==> config.mk <==
export PLATFORM = sky130hd
export DESIGN_NAME = pbb_bridge
export DESIGN_NICKNAME = d
export VERILOG_FILES = /design/src/rtl/pbb_pkg.sv /design/src/rtl/pbb_decode.sv /design/src/rtl/pbb_burst.sv /design/src/rtl/pbb_bridge.sv
export SDC_FILE = /design/constraint.sdc
export NUM_CORES = 1
export LEC_CHECK = 0
export ABC_AREA = 1
export ABC_CLOCK_PERIOD_IN_PS = 4400
export BUFFER_PORTS_ARGS = -buffer_cell sky130_fd_sc_hd__buf_4
export CAP_MARGIN = 0
export CORE_MARGIN = 2
export CORE_UTILIZATION = 24
export CTS_CLUSTER_DIAMETER = 50
export CTS_CLUSTER_SIZE = 40
export DETAILED_ROUTE_END_ITERATION = 6
export GPL_ROUTABILITY_DRIVEN = 0
export RECOVER_POWER = 50
export SLEW_MARGIN = 20
export SYNTH_ARGS = -nofsm -noshare
export SYNTH_HDL_FRONTEND = slang
export SYNTH_SLANG_ARGS = --single-unit
==> constraint.sdc <==
create_clock -name clk -period 4.4 [get_ports clk]
set_clock_uncertainty 0.15 [all_clocks]
set_input_delay 0.88 -clock clk [delete_from_list [all_inputs] [get_ports clk]]
set_output_delay 0.88 -clock clk [all_outputs]
set_load 0.01 [all_outputs]
==> src/rtl/pbb_pkg.sv <==
package pbb_pkg;
  typedef enum logic [1:0] {RG_LOCAL, RG_IO, RG_COMMON} region_e;
  typedef enum logic [2:0] {
    ST_IDLE, ST_ARB, ST_CYC, ST_FIN, ST_BARB, ST_BCYC, ST_BWR
  } bst_e;
endpackage

==> src/rtl/pbb_decode.sv <==
module pbb_decode
  import pbb_pkg::*;
#(
  parameter int CPU_AW   = 16,
  parameter int PG_BITS  = 4,
  parameter int OFS_BITS = 10,
  parameter int PHYS_AW  = 17,
  parameter int IO_AW    = 11,
  localparam int LOC_AW  = CPU_AW - 1,
  localparam int BASE_W  = PHYS_AW - OFS_BITS,
  localparam int PG_N    = 1 << PG_BITS
) (
  input  logic               clk,
  input  logic               rst_n,
  input  logic               pt_we,
  input  logic [PG_BITS-1:0] pt_idx,
  input  logic [BASE_W-1:0]  pt_base,
  input  logic [CPU_AW-1:0]  addr,
  output region_e            region,
  output logic [LOC_AW-1:0]  loc_addr,
  output logic [PHYS_AW-1:0] phys_addr
);
  logic [BASE_W-1:0]  page_q [PG_N];
  logic [PG_BITS-1:0] page_sel;

  // One register per table entry, each with its own write enable
  for (genvar g = 0; g < PG_N; g++) begin : g_page
    logic en;
    assign en = pt_we && (pt_idx == PG_BITS'(g));
    always_ff @(posedge clk or negedge rst_n) begin
      if (!rst_n)  page_q[g] <= '0;
      else if (en) page_q[g] <= pt_base;
    end
  end

  assign page_sel = addr[OFS_BITS+PG_BITS-1:OFS_BITS];
  assign loc_addr = addr[LOC_AW-1:0];

  always_comb begin
    if (!addr[CPU_AW-1])      region = RG_LOCAL;
    else if (!addr[CPU_AW-2]) region = RG_IO;
    else                      region = RG_COMMON;
    if (region == RG_IO)
      phys_addr = {{(PHYS_AW-IO_AW){1'b0}}, addr[IO_AW-1:0]};
    else
      phys_addr = {page_q[page_sel], addr[OFS_BITS-1:0]};
  end
endmodule

==> src/rtl/pbb_burst.sv <==
module pbb_burst #(
  parameter int LOC_AW  = 15,
  parameter int PHYS_AW = 17,
  parameter int CNT_W   = 8
) (
  input  logic               clk,
  input  logic               rst_n,
  input  logic               load,
  input  logic               cfg_dir,
  input  logic [LOC_AW-1:0]  cfg_loc,
  input  logic [PHYS_AW-1:0] cfg_com,
  input  logic [CNT_W-1:0]   cfg_cnt,
  input  logic               step,
  input  logic               fin_err,
  output logic               dir,
  output logic [LOC_AW-1:0]  loc_ptr,
  output logic [PHYS_AW-1:0] com_ptr,
  output logic               last,
  output logic               done,
  output logic               err
);
  logic               dir_d, done_d, err_d;
  logic [LOC_AW-1:0]  loc_d;
  logic [PHYS_AW-1:0] com_d;
  logic [CNT_W-1:0]   rem_q, rem_d;

  assign last = (rem_q == CNT_W'(1));

  always_comb begin
    dir_d  = dir;
    loc_d  = loc_ptr;
    com_d  = com_ptr;
    rem_d  = rem_q;
    done_d = done;
    err_d  = err;
    if (load) begin
      dir_d  = cfg_dir;
      loc_d  = cfg_loc;
      com_d  = cfg_com;
      rem_d  = cfg_cnt;
      done_d = (cfg_cnt == '0);
      err_d  = 1'b0;
    end else begin
      if (step) begin
        loc_d = loc_ptr + LOC_AW'(1);
        com_d = com_ptr + PHYS_AW'(1);
        rem_d = rem_q - CNT_W'(1);
        if (last) done_d = 1'b1;
      end
      if (fin_err) err_d = 1'b1;
    end
  end

  always_ff @(posedge clk or negedge rst_n) begin
    if (!rst_n) begin
      dir     <= 1'b0;
      loc_ptr <= '0;
      com_ptr <= '0;
      rem_q   <= '0;
      done    <= 1'b0;
      err     <= 1'b0;
    end else begin
      dir     <= dir_d;
      loc_ptr <= loc_d;
      com_ptr <= com_d;
      rem_q   <= rem_d;
      done    <= done_d;
      err     <= err_d;
    end
  end
endmodule

==> src/rtl/pbb_bridge.sv <==
module pbb_bridge
  import pbb_pkg::*;
#(
  parameter int CPU_AW   = 16,
  parameter int DW       = 16,
  parameter int PG_BITS  = 4,
  parameter int OFS_BITS = 10,
  parameter int PHYS_AW  = 17,
  parameter int IO_AW    = 11,
  parameter int CNT_W    = 8,
  localparam int LOC_AW  = CPU_AW - 1,
  localparam int BASE_W  = PHYS_AW - OFS_BITS
) (
  input  logic               clk,
  input  logic               rst_n,
  input  logic               cpu_req,
  input  logic               cpu_we,
  input  logic [CPU_AW-1:0]  cpu_addr,
  input  logic [DW-1:0]      cpu_wdata,
  output logic [DW-1:0]      cpu_rdata,
  output logic               cpu_wait,
  output logic               loc_req,
  output logic               loc_we,
  output logic [LOC_AW-1:0]  loc_addr,
  output logic [DW-1:0]      loc_wdata,
  input  logic [DW-1:0]      loc_rdata,
  input  logic               pt_we,
  input  logic [PG_BITS-1:0] pt_idx,
  input  logic [BASE_W-1:0]  pt_base,
  input  logic               bx_start,
  input  logic               bx_dir,
  input  logic [LOC_AW-1:0]  bx_loc_addr,
  input  logic [PHYS_AW-1:0] bx_com_addr,
  input  logic [CNT_W-1:0]   bx_count,
  output logic               bx_busy,
  output logic               bx_done,
  output logic               bx_err,
  output logic               bus_req,
  input  logic               bus_gnt,
  output logic               bus_strobe,
  output logic               bus_we,
  output logic               bus_io,
  output logic [PHYS_AW-1:0] bus_addr,
  output logic [DW-1:0]      bus_wdata,
  input  logic [DW-1:0]      bus_rdata,
  input  logic               bus_ack
);
  bst_e               st_q, st_d;
  logic [DW-1:0]      data_q, data_d;
  region_e            rg;
  logic [LOC_AW-1:0]  cpu_loc;
  logic [PHYS_AW-1:0] cpu_phys;
  logic               cpu_is_local, is_idle;
  logic               ld, step, fin_err, b_dir, b_last;
  logic [LOC_AW-1:0]  b_loc;
  logic [PHYS_AW-1:0] b_com;

  pbb_decode #(
    .CPU_AW(CPU_AW), .PG_BITS(PG_BITS), .OFS_BITS(OFS_BITS),
    .PHYS_AW(PHYS_AW), .IO_AW(IO_AW)
  ) dec_i (
    .clk(clk), .rst_n(rst_n), .pt_we(pt_we), .pt_idx(pt_idx),
    .pt_base(pt_base), .addr(cpu_addr), .region(rg),
    .loc_addr(cpu_loc), .phys_addr(cpu_phys)
  );

  pbb_burst #(.LOC_AW(LOC_AW), .PHYS_AW(PHYS_AW), .CNT_W(CNT_W)) bst_i (
    .clk(clk), .rst_n(rst_n), .load(ld), .cfg_dir(bx_dir),
    .cfg_loc(bx_loc_addr), .cfg_com(bx_com_addr), .cfg_cnt(bx_count),
    .step(step), .fin_err(fin_err), .dir(b_dir), .loc_ptr(b_loc),
    .com_ptr(b_com), .last(b_last), .done(bx_done), .err(bx_err)
  );

  assign cpu_is_local = (rg == RG_LOCAL);
  assign is_idle      = (st_q == ST_IDLE);
  assign bx_busy      = (st_q == ST_BARB) || (st_q == ST_BCYC) || (st_q == ST_BWR);
  assign ld           = is_idle && bx_start;
  assign fin_err      = ((st_q == ST_BCYC) || (st_q == ST_BWR)) && !bus_gnt;
  assign step         = ((st_q == ST_BCYC) && bus_gnt && bus_ack && b_dir) ||
                        ((st_q == ST_BWR) && bus_gnt);

  // Next-state logic
  always_comb begin
    st_d   = st_q;
    data_d = data_q;
    unique case (st_q)
      ST_IDLE: begin
        if (bx_start) begin
          if (bx_count != '0) st_d = ST_BARB;
        end else if (cpu_req && !cpu_is_local) begin
          st_d = ST_ARB;
        end
      end
      ST_ARB:  if (bus_gnt) st_d = ST_CYC;
      ST_CYC: begin
        if (bus_ack) begin
          data_d = bus_rdata;
          st_d   = ST_FIN;
        end
      end
      ST_FIN:  st_d = ST_IDLE;
      ST_BARB: if (bus_gnt) st_d = ST_BCYC;
      ST_BCYC: begin
        if (!bus_gnt) st_d = ST_IDLE;
        else if (bus_ack) begin
          if (!b_dir) begin
            data_d = bus_rdata;
            st_d   = ST_BWR;
          end else if (b_last) begin
            st_d = ST_IDLE;
          end
        end
      end
      ST_BWR: begin
        if (!bus_gnt || b_last) st_d = ST_IDLE;
        else                    st_d = ST_BCYC;
      end
      default: st_d = ST_IDLE;
    endcase
  end

  always_ff @(posedge clk or negedge rst_n) begin
    if (!rst_n) begin
      st_q   <= ST_IDLE;
      data_q <= '0;
    end else begin
      st_q   <= st_d;
      data_q <= data_d;
    end
  end

  // Processor side
  assign cpu_wait  = cpu_req && (st_q != ST_FIN) && !(is_idle && cpu_is_local);
  assign cpu_rdata = (st_q == ST_FIN) ? data_q : loc_rdata;

  // Local memory port: owned by the engine while a burst runs
  always_comb begin
    if (bx_busy) begin
      loc_req   = (st_q == ST_BWR) || ((st_q == ST_BCYC) && b_dir);
      loc_we    = (st_q == ST_BWR);
      loc_addr  = b_loc;
      loc_wdata = data_q;
    end else begin
      loc_req   = cpu_req && cpu_is_local && is_idle;
      loc_we    = cpu_we;
      loc_addr  = cpu_loc;
      loc_wdata = cpu_wdata;
    end
  end

  // Shared bus side
  assign bus_req    = (st_q == ST_ARB) || (st_q == ST_CYC) || bx_busy;
  assign bus_strobe = (st_q == ST_CYC) || (st_q == ST_BCYC);
  always_comb begin
    if (st_q == ST_CYC) begin
      bus_we    = cpu_we;
      bus_io    = (rg == RG_IO);
      bus_addr  = cpu_phys;
      bus_wdata = cpu_wdata;
    end else begin
      bus_we    = (st_q == ST_BCYC) && b_dir;
      bus_io    = 1'b0;
      bus_addr  = b_com;
      bus_wdata = loc_rdata;
    end
  end
endmodule

Word level (Yosys, flattened, before mapping) --
Cells that the tools add are included. Widths: inputs -> output; s select.
Storage, ports and cells: flip-flop bits (word level) 174, output and inout port bits 90, logic and storage cells 159, input bits 124
Cells by class: multiplexer cells 43, magnitude comparators 1, reductions and logical operators 53, eq/ne operators 34, bitwise operators 1, add/subtract/negate cells 3
Operator list (number):
- $mux 16 | 7
- $mux 17 | 4
- $mux 15 | 3
- $mux 3 | 11
- $eq 4x4->1 const B | 8
- $pmux 16 s2 | 1
- $logic_and 1x1->1 | 29
- $bmux 7 s4 | 1
- $pmux 3 s6 | 1
- $add 17x1->17 const B | 1
- $eq 4x3->1 const B | 4
- $mux 8 | 2
- $add 15x1->15 const B | 1
- $mux 7 | 2
- $ne 2x2->1 const B | 6
- $eq 3x3->1 const B | 3
- $logic_or 1x1->1 | 9
- $mux 1 | 9
- $ne 3x2->1 const B | 3
- $eq 4x2->1 const B | 2
- $eq 8x1->1 const B | 1
- $logic_not 8->1 | 1
- $reduce_bool 2->1 | 4
- $reduce_bool 8->1 | 1
- other kinds (17) | 21

Depth between registers and ports, before layout --
depth in word-level cells 8, mapped depth 12, gate-level depth less buffers 10

Hierarchy --
From an unflattened synthesis, not the netlist that was laid out.
Second synthesis, totals: cells, all modules 1388, area total of the unflattened synthesis 10182.3 um^2
By module, submodules not included:
- pbb_decode | times used 1, area an instance 5436.5 um^2, sequential area each 2802.7 um^2, cells each 702
- pbb_burst | times used 1, area an instance 2601.2 um^2, sequential area each 1076.0 um^2, cells each 354
- pbb_bridge | times used 1, area an instance 2144.6 um^2, sequential area each 475.5 um^2, cells each 332

Worst setup path after synthesis --
No wires, ideal clock.
kind input to output, from input port cpu_addr[11], to output port bus_addr[15], data required time 3.370 ns, setup slack 1.556 ns, cell stages on the path 10, arrival time 1.814 ns, buffers on the path 2, cell sequence inv_1 buf_2 buf_1 nand3_1 nand3_1 nand2_1 nand2_1 nand2_1 nand2_1 nand2_1
On the way: cells in the longest elaborated chain, start to end 6
RTL lines:
- from (decl) | line pbb_bridge.sv:18 | input logic [CPU_AW-1:0] cpu_addr,
- $not 4->5 (not written as such) | line pbb_decode.sv:46 | phys_addr = {page_q[page_sel], addr[OFS_BITS-1:0]};
- $bmux 7 s4 | line pbb_decode.sv:46
- $mux 7 (not written as such) (2 in series) | line pbb_decode.sv:46
- $mux 17 | line pbb_decode.sv:43 | if (region == RG_IO)
- $mux 17 | line pbb_bridge.sv:155 | if (st_q == ST_CYC) begin
- to (decl) | line pbb_bridge.sv:43 | output logic [PHYS_AW-1:0] bus_addr,
Every way passes these cells. The select of a mux whose other input is x is not followed.

Worst setup path in the final report --
from register st_q[2], to output port bus_addr[0]
On the way: cells in the longest elaborated chain, start to end 2
RTL lines:
- from (decl) | line pbb_bridge.sv:48 | bst_e st_q, st_d;
- from (signal assigned) | line pbb_bridge.sv:127 | st_q <= st_d;
- $eq 3x2->1 | line pbb_bridge.sv:155
- $mux 17 | line pbb_bridge.sv:155
Every way passes these cells.

==> results.md <==
- ANT nets after route: 0
- Final Core Density: 30.2%
- Grt total ovfl: 0
- RR Endpoint: st_q[2]
- Largest net degree at the start of global routing: 76
- Pins over their slew limit: 76
- Area after DPL: 12100 um2
- Layout cells sized above 1: 17.0%
- Syn Nets: 1600
- Post-route DRC: 2
- Via count: 10100
- GRT Overall Usage: 15.3%
- Worst VDD drop: 0.000270 V
- Most frequent cells in the layout: 574 x nand2_1, 216 x buf_4, 178 x o21ai_0
- Ports: 214
- Slew headroom: -32.0%
- Hold_ws: 0.327 ns
- CP startpoint kind: flop
- Cell Rows: 75
- Setup violators final: 0
- H-tree depth: 4
- First-pass DRT Iterations: 7
- PnR Total Power: 6.95 mW
- Core area: 41800 um2
- Hold Fails Final Rpt: 0
- Critical Path AT: 2.60 ns
- Crit path to: bus_addr[0]
- RSZ-0062 raised after global routing: false
- Final wirelength: 33900 um
- Post-cts resize count: 0
- Routed wire per std cell: 15.5 um
- Synthesis-to-layout area growth: 24.6%
- Worst Hold Class: flop to flop
- Setup Crit Path Kind: flop to primary output
- Hpwl dp: 24500 um
- Critical Path Source: st_q[2]
- Clock Latency Late Sink: 0.45 ns
- Final Cell Area: 12600 um2
- Reg2Reg Launch Point: st_q[0]
- Placed cell count: 2155
- CTS Buf Count: 17
- First-pass GRT wire length: 53000 um
- Distinct cells, synth: 38
- Power Dens Cells: 551 nW/um2
- Post-Route Setup TNS: 0 ns
- Clk sink count: 174
- Antenna violations before repair: 2
- Leak pwr: 6.35 nW
- Final period util: 82.5%
- Iteration-0 DRC Markers: 872
- R2R depth: 8
- Max Fclk: 0.276 GHz
- Layout net count: 1763
- Die Y: 209 um
- Die footprint: 43800 um2
- Mean Syn Cell Area: 6.88 um2
- Yosys synthesis warning count: 0
- Cell Area, Synth: 10100 um2
- CP max FO: 22
- Vias in the first global route: 9384
- Sequential share of the synthesized area: 43.0%
- R2r setup slk: 1.86 ns
- DP Worst Slack: 0.969 ns
- Commonest non-fill, non-tap cell in the layout: nand2_1
- Initial core utilization: 24.2%
- Final worst slack: 0.771 ns
- CTS tree: yes
- Fin cells: 2188
- Max-cap violation count: 1
- CTS Buffer Depth: 2
- Failing checks: design-rule violations, max-capacitance violations, max-slew violations
- Clock slew at reported path FFs: 0.07 ns
- Via/cell ratio: 4.62
- Endpoint type of the worst setup path: primary output
- Data required, critical path: 3.37 ns
- Post-CTS Setup Bufs: 0
- Fin crit period: 3.63 ns
- Layout fillers: 4554
- Flops & latches, synth: 174
- Clk root buf: clkbuf_16
- Post-Syn Instances: 1472
- Buffers on Ports: 213
- Hold-fix buffers, CTS: 0
- Status: finished, violations left
- Slew @ Worst Pin: 1.98 ns
- Die width: 209 um
-- registers in the layout, indices dropped and copies added (netlist names) --
signal and cells:
bst_i.loc_ptr 15, bst_i.dir 1, bst_i.rem_q 8, dec_i.page_q 112
bst_i.err 1, bst_i.com_ptr 17, st_q 3, data_q 16
bst_i.done 1
-- worst max-delay path, stage by stage, from the launching register on --
cell,delay (ns)
dfrtp_1,0.55
inv_2,0.17
nand3_4,0.11
clkinv_1,0.41
buf_4,0.40
o21ai_0,0.31
buf_4,0.19
-- layer usage --
metal / wire length [um] / track usage (%)
met2: 15500 / 24.2
met1: 15500 / 21.2
met4: 545 / 3.94
met3: 2300 / 3.25
met5: 0 / 0
-- report_power, final --
group          internal, mW  switching (mW)
sequential             2.07           0.399
combinational          1.14            1.78
clock                 0.820           0.741
-- Yosys cell counts --
| cell | number | share of area, % |
|---|---|---|
| nand2_1 | 574 | 21 |
| o21ai_0 | 176 | 8.7 |
| dfrtp_1 | 174 | 43 |
| nand3_1 | 134 | 6.6 |
| nor2_1 | 130 | 4.8 |
| inv_1 | 87 | 3.2 |
| a21oi_1 | 42 | 2.1 |
| buf_2 | 40 | 2.0 |
| clkbuf_1 | 20 | 0.74 |
| nand4_1 | 11 | 0.68 |
| o21ai_1 | 9 | 0.45 |
| buf_6 | 8 | 0.89 |
| inv_2 | 7 | 0.26 |
| buf_1 | 6 | 0.22 |
| xor2_1 | 6 | 0.52 |
| buf_4 | 5 | 0.37 |
| ha_1 | 4 | 0.49 |
| nand3_2 | 4 | 0.40 |
| or2_2 | 4 | 0.25 |
| a21oi_2 | 3 | 0.26 |
| nand2_2 | 3 | 0.19 |
| and2_1 | 2 | 0.12 |
| nand3_4 | 2 | 0.35 |
| nand3b_1 | 2 | 0.15 |
| nor2_4 | 2 | 0.22 |
| nor3_1 | 2 | 0.099 |
| o211ai_1 | 2 | 0.15 |
| o211ai_2 | 2 | 0.25 |
| o21ai_2 | 2 | 0.17 |
| a21oi_4 | 1 | 0.16 |
| a31oi_1 | 1 | 0.062 |
| buf_8 | 1 | 0.15 |
| clkbuf_2 | 1 | 0.049 |
| clkinv_1 | 1 | 0.037 |
| nand2_4 | 1 | 0.11 |
| nand2_8 | 1 | 0.20 |
| nand4_4 | 1 | 0.21 |
| or2_0 | 1 | 0.062 |
-- logic make-up (layout without fill, tap and decap cells) --
kind of cell	Yosys count	after routing	synth area share, %
AOI/OAI and AO/OA	238	238	12.3
xor gates and xnor gates	6	6	0.519
adders and majority gates	4	4	0.495
buffers and inverters	176	351	7.92
DFF	174	174	43.0
other	0	2	0
and+or+nand+nor	874	874	35.8
-- cell type report --
cell class | instances | area, um2 | share of cell area, %
Antenna cell | 2 | 5.00 | 0.0397
Multi-Input combinational cell | 1122 | 4960 | 39.3
Timing Repair Buffer | 225 | 1670 | 13.3
Inverter | 95 | 357 | 2.83
Clock inverter | 13 | 150 | 1.19
Tap cell | 539 | 674 | 5.35
Clock buffer | 18 | 439 | 3.48
Sequential cell | 174 | 4350 | 34.5
-- how the worst min path moves through the flow --
stage                               from             end  slack [ns]  cells past startpoint
after global placement    bst_i.rem_q[7]  bst_i.rem_q[7]        0.31                      2
final                     bst_i.rem_q[5]  bst_i.rem_q[5]        0.33                      2
after CTS                          rst_n       bst_i.dir        0.32                      1
after floorplan           bst_i.rem_q[5]  bst_i.rem_q[5]        0.29                      2
after global routing      bst_i.rem_q[7]  bst_i.rem_q[7]        0.37                      2
after detailed placement  bst_i.rem_q[5]  bst_i.rem_q[5]        0.31                      2
(Power assumes the default switching activity.)
